`src/rtl/seq_shift_unit.sv`:
```
module seq_shift_unit #(
  parameter int DW = 4,
  parameter int OPW = 3,
  parameter logic [OPW-1:0] OP_SHL = 3'b001,
  parameter logic [OPW-1:0] OP_SHR = 3'b010
) (
  input  logic          rst_n,
  input  logic          clk,
  input  logic [DW-1:0] opnd_a,
  input  logic [DW-1:0] opnd_b,
  input  logic [OPW-1:0] op_code,
  input  logic          start,
  output logic [DW-1:0] res_lo,
  output logic [DW-1:0] res_hi,
  output logic          ready,
  output logic          err
);
  localparam int CW = DW;

  logic [DW-1:0] lo_q, hi_q;
  logic [CW-1:0] cnt_q;
  logic          busy_q, rdy_q, err_q;

  assign res_lo = lo_q;
  assign res_hi = hi_q;
  assign ready  = rdy_q;
  assign err    = err_q;

  always_ff @(posedge clk or negedge rst_n) begin
    if (!rst_n) begin
      lo_q   <= '0;
      hi_q   <= '0;
      cnt_q  <= '0;
      busy_q <= 1'b0;
      rdy_q  <= 1'b0;
      err_q  <= 1'b0;
    end else if (busy_q) begin
      hi_q  <= {hi_q[DW-2:0], lo_q[DW-1]};
      lo_q  <= {lo_q[DW-2:0], 1'b0};
      cnt_q <= cnt_q - CW'(1);
      if (cnt_q == CW'(1)) begin
        busy_q <= 1'b0;
        rdy_q  <= 1'b1;
      end
    end else if (start) begin
      err_q <= 1'b0;
      case (op_code)
        OP_SHL: begin
          lo_q  <= opnd_a;
          hi_q  <= '0;
          cnt_q <= opnd_b;
          if (opnd_b == '0) begin
            rdy_q <= 1'b1;
          end else begin
            busy_q <= 1'b1;
            rdy_q  <= 1'b0;
          end
        end
        OP_SHR: begin
          lo_q  <= {opnd_b[0], opnd_a[DW-1:1]};
          hi_q  <= {1'b0, opnd_b[DW-1:1]};
          rdy_q <= 1'b1;
        end
        default: begin
          lo_q  <= '0;
          rdy_q <= 1'b0;
        end
      endcase
    end
  end

  always @(posedge clk) begin
    if (!rst_n) begin
      AST_RESET_CLEAR: assert (res_lo == '0 && res_hi == '0 && !ready && !err);
    end
  end

  AST_BUSY_NOT_READY: assert property (@(posedge clk) disable iff (!rst_n)
    busy_q |-> !ready);

  AST_STEP_FILL: assert property (@(posedge clk) disable iff (!rst_n)
    busy_q |=> res_lo[0] == 1'b0 && res_hi[0] == $past(res_lo[DW-1]));

  AST_START_IGNORED: assert property (@(posedge clk) disable iff (!rst_n)
    busy_q |=> cnt_q == $past(cnt_q) - CW'(1));

  AST_ZERO_COUNT: assert property (@(posedge clk) disable iff (!rst_n)
    (!busy_q && start && op_code == OP_SHL && opnd_b == '0)
      |=> ready && res_lo == $past(opnd_a) && res_hi == '0);

  AST_RIGHT_ONE: assert property (@(posedge clk) disable iff (!rst_n)
    (!busy_q && start && op_code == OP_SHR)
      |=> ready && res_lo == {$past(opnd_b[0]), $past(opnd_a[DW-1:1])}
          && res_hi == {1'b0, $past(opnd_b[DW-1:1])});

  AST_BAD_CODE: assert property (@(posedge clk) disable iff (!rst_n)
    (!busy_q && start && op_code != OP_SHL && op_code != OP_SHR)
      |=> !ready && res_lo == '0 && res_hi == $past(res_hi));

  AST_IDLE_HOLD: assert property (@(posedge clk) disable iff (!rst_n)
    (!busy_q && !start) |=> $stable(res_lo) && $stable(res_hi) && $stable(ready));
endmodule

```
`config.mk`:
```
export PLATFORM = sky130hd
export DESIGN_NAME = seq_shift_unit
export DESIGN_NICKNAME = d
export VERILOG_FILES = /design/src/rtl/seq_shift_unit.sv
export SDC_FILE = /design/constraint.sdc
export NUM_CORES = 1
export LEC_CHECK = 0
export ABC_AREA = 1
export ABC_CLOCK_PERIOD_IN_PS = 1940
export BUFFER_PORTS_ARGS = -buffer_cell sky130_fd_sc_hd__buf_2
export CAP_MARGIN = 20
export CORE_AREA = 5 5 46 48
export CTS_CLUSTER_DIAMETER = 30
export DETAILED_ROUTE_END_ITERATION = 12
export DIE_AREA = 0 0 51 53
export HOLD_SLACK_MARGIN = 0.03
export PLACE_DENSITY = 0.76
export REMOVE_ABC_BUFFERS = 1
export SYNTH_ARGS = -nofsm -noshare
export SYNTH_HDL_FRONTEND = slang
export SYNTH_SLANG_ARGS = --single-unit
```
`constraint.sdc`:
```
create_clock -name clk -period 1.94 [get_ports clk]
set_input_delay 0.291 -clock clk [delete_from_list [all_inputs] [get_ports clk]]
set_output_delay 0.291 -clock clk [all_outputs]
set_load 0.05 [all_outputs]
```
==> results.py <==
metrics = {
    "status": {
        "status": "finished clean",
    },
    "sta": {
        "fin_ws_ns": 0.632,
        "finClkSkew_ns": 0.000925,
        "slew_violations": 0,
        "tns_ns": 0,
        "min_period_ns": 1.31,
        "rsz0062_at_grt": "no",
        "period_share": 0.674,
        "setup_viol": 0,
        "max_freq_ghz": 0.764,
        "finalHoldViolCount": 0,
    },
    "worst_setup_path": {
        "max_stage_delay_ns": 0.56,
        "cp_common_cell": "nand2_1",
        "startpoint": "busy_q",
        "endpoint_kind": "register",
        "r2r_cells": 6,
        "slowest_stage": "dfrtp_1",
        "arrival_ns": 1.50,
        "r2r_slack_ns": 0.63,
        "crit_path_cell_trace": "nor2_2, inv_1, nand2_2, inv_2, nand2_1, nand2_1",
        "rr_endpoint": "res_hi[2]",
        "cp-start-kind": "register",
        "critPathKind": "reg -> reg",
        "cp.required_ns": 2.13,
        "crit_path_max_fanout": 14,
        "r2r_start": "busy_q",
    },
    "synthesis": {
        "synth_cell_type_count": 20,
        "post-synth-top-area-fraction": 0.428,
        "async_flop_share": 1.00,
        "synth_top_family_by_area": "simple AND/OR/NAND/NOR gates",
        "synth-seq-cells": 14,
        "yosysSeqAreaShare": 0.428,
        "synthFlopType": "dfrtp_1",
        "muxShareOfSynthArea": 0,
        "yosysMostFrequentCell": "nand2_1",
        "yosys-top-cells-count": "34 x nand2_1, 14 x dfrtp_1, 12 x nand3_1",
        "synth_top_area_cell": "dfrtp_1",
        "synthAdderAreaFrac": 0.0306,
        "synth_simple_gate_area_frac": 0.315,
        "postSynthCellCount": 110,
        "synth_area_um2": 818,
        "avgSynthCellArea_um2": 7.44,
        "synth_enable_flop_cells": 0,
        "synthXorXnorAreaFrac": 0,
        "synth_warnings": 0,
        "synth.area.top_cells": "dfrtp_1 43%, nand2_1 16%, nand3_1 7.3%",
        "synth_compound_area_frac": 0.139,
    },
    "route": {
        "wl_per_cell_um": 12.5,
        "vias": 799,
        "drt_drc_violations_left": 0,
        "wl_mm": 1.89,
        "drtIter0Drc": 18,
        "via_per_inst": 5.26,
        "first_pass_iters": 4,
        "antenna_left": 0,
    },
    "floorplan": {
        "ios": 24,
        "dieArea_um2": 2700,
        "die_h_um": 53,
        "num_rows": 15,
        "start_util": 0.490,
        "core_area_um2": 1670,
        "chipWidth_um": 51,
    },
    "pwr": {
        "vdd_drop_max_mv": 0.741,
        "p_leak_nw": 0.552,
        "cellPowerDensity_nw_per_um2": 1410,
    },
    "finish": {
        "syn2layout_area_growth_pct": 19.9,
        "instances_no_fill": 152,
        "postLayoutCellArea_um2": 981,
        "fin_nets": 152,
        "diodes": 0,
        "drive_above_1_share": 0.274,
        "nFillCells": 154,
    },
    "global_routing": {
        "grt_pass1_wl_mm": 3.24,
        "grt_overflow_total": 0,
        "track_usage": 0.157,
        "grt_pass1_vias": 794,
        "grt_max_degree": 15,
        "antenna_found_initial": 0,
    },
    "cts": {
        "clk_pin_slew_ns": 0.09,
        "cts_setup_buffers": 0,
        "clock_latency_ns": 0.29,
        "cts_tree": "done",
        "cts_made_buffers": 3,
        "clock_sinks": 14,
        "cts.path.max_buffers": 2,
        "htree_levels": 1,
        "cts_hold_buf": 1,
        "cts_root_buf": "clkbuf_4",
        "cts_resized": 0,
    },
    "hold_path": {
        "holdCritStartpoint": "opnd_a[0]",
        "hold_end": "res_lo[0]",
        "whs_path_depth": 3,
        "hold_path.class": "in -> reg",
    },
    "place": {
        "pre_cts_ws_ns": 0.632,
        "gp_routability_congestion": 0.801,
        "dp.cells": 147,
        "port_buffers": 22,
        "dp_hpwl_mm": 1.47,
        "placed_cell_area_um2": 935,
    },
    "job": {
        "maxCapViolCount": 0,
    },
}
## registers in the layout, indices dropped and copies added, names as in the netlist
signal and count:
cnt_q 4, res_hi 4, res_lo 4, busy_q 1
ready 1
## final cells by class
| cell class | instances | area (um2) | area share |
|---|---|---|---|
| multi-input combinational | 80 | 400 | 0.408 |
| clock buffer | 4 | 36.3 | 0.0370 |
| inverter | 14 | 52.6 | 0.0536 |
| tap | 17 | 21.3 | 0.0217 |
| sequential | 14 | 350 | 0.357 |
| timing repair buffer | 23 | 120 | 0.122 |
## per-stage QoR
stage	util	hold slack [ns]	power [W]
after floorplan	-	-0.00459	0.000992
after global placement	0.560	0.207	0.00114
after detailed placement	0.560	0.205	0.00116
after CTS	0.587	0.256	0.00138
after global routing	0.587	0.282	0.00149
final	0.587	0.256	0.00138
## critical path: cells and delay by family, from the launching register on
kind / cells / cell delay, ns
flops: 1 / 0.56
simple gates: 4 / 0.52
buf+inv: 2 / 0.13
## kinds of logic (layout without fill, tap and decap cells)
logic type	Yosys count	count (layout)
buffers and inverters	16	41
other	1	1
and+or+nand+nor	58	58
DFF	14	14
adders and majority gates	2	2
AOI/OAI and AO/OA	19	19
## cells in the final DEF (no fill, tap or decap), types with 2 or more instances in the layout
cell,netlist,final
o21ai_0,9,9
o21ai_1,2,2
inv_1,10,10
dfrtp_1,14,14
inv_2,4,4
o211ai_1,2,2
nand2_1,34,34
ha_1,2,2
buf_2,0,22
nand3_2,2,2
a22oi_1,3,3
clkbuf_4,0,3
nor2_2,2,2
nand2_2,2,2
nor2_1,5,5
nand3_1,12,12
## worst max-delay path by stage
| stage | endpoint | slack [ns] | depth (start not counted) |
|---|---|---|---|
| 4_1_cts | res_hi[2] | 0.64 | 6 |
| 3_5_place_dp | res_hi[2] | 0.63 | 6 |
| 6_report | res_hi[2] | 0.63 | 6 |
| 5_1_grt | cnt_q[1] | 0.46 | 5 |
| 2_1_floorplan | res_hi[0] | 0.81 | 6 |
| 3_3_place_gp | res_hi[2] | 0.67 | 6 |
## layer usage
| layer | vias to the layer above | GRT usage | part of all wire |
|---|---|---|---|
| li1 | 406 | - | - |
| met4 | 0 | 0.0538 | 0.014 |
| met3 | 4 | 0.0254 | 0.076 |
| met5 | - | 0 | 0 |
| met2 | 37 | 0.281 | 0.48 |
| met1 | 352 | 0.189 | 0.43 |
## power breakdown
part / internal, W / switching (W) / total, W
clock: 0.000114 / 0.000105 / 0.000219
sequential: 0.000395 / 0.000112 / 0.000507
combinational: 0.000188 / 0.000468 / 0.000656
total: 0.000697 / 0.000685 / 0.00138
Power figures use the tool's default switching activity.
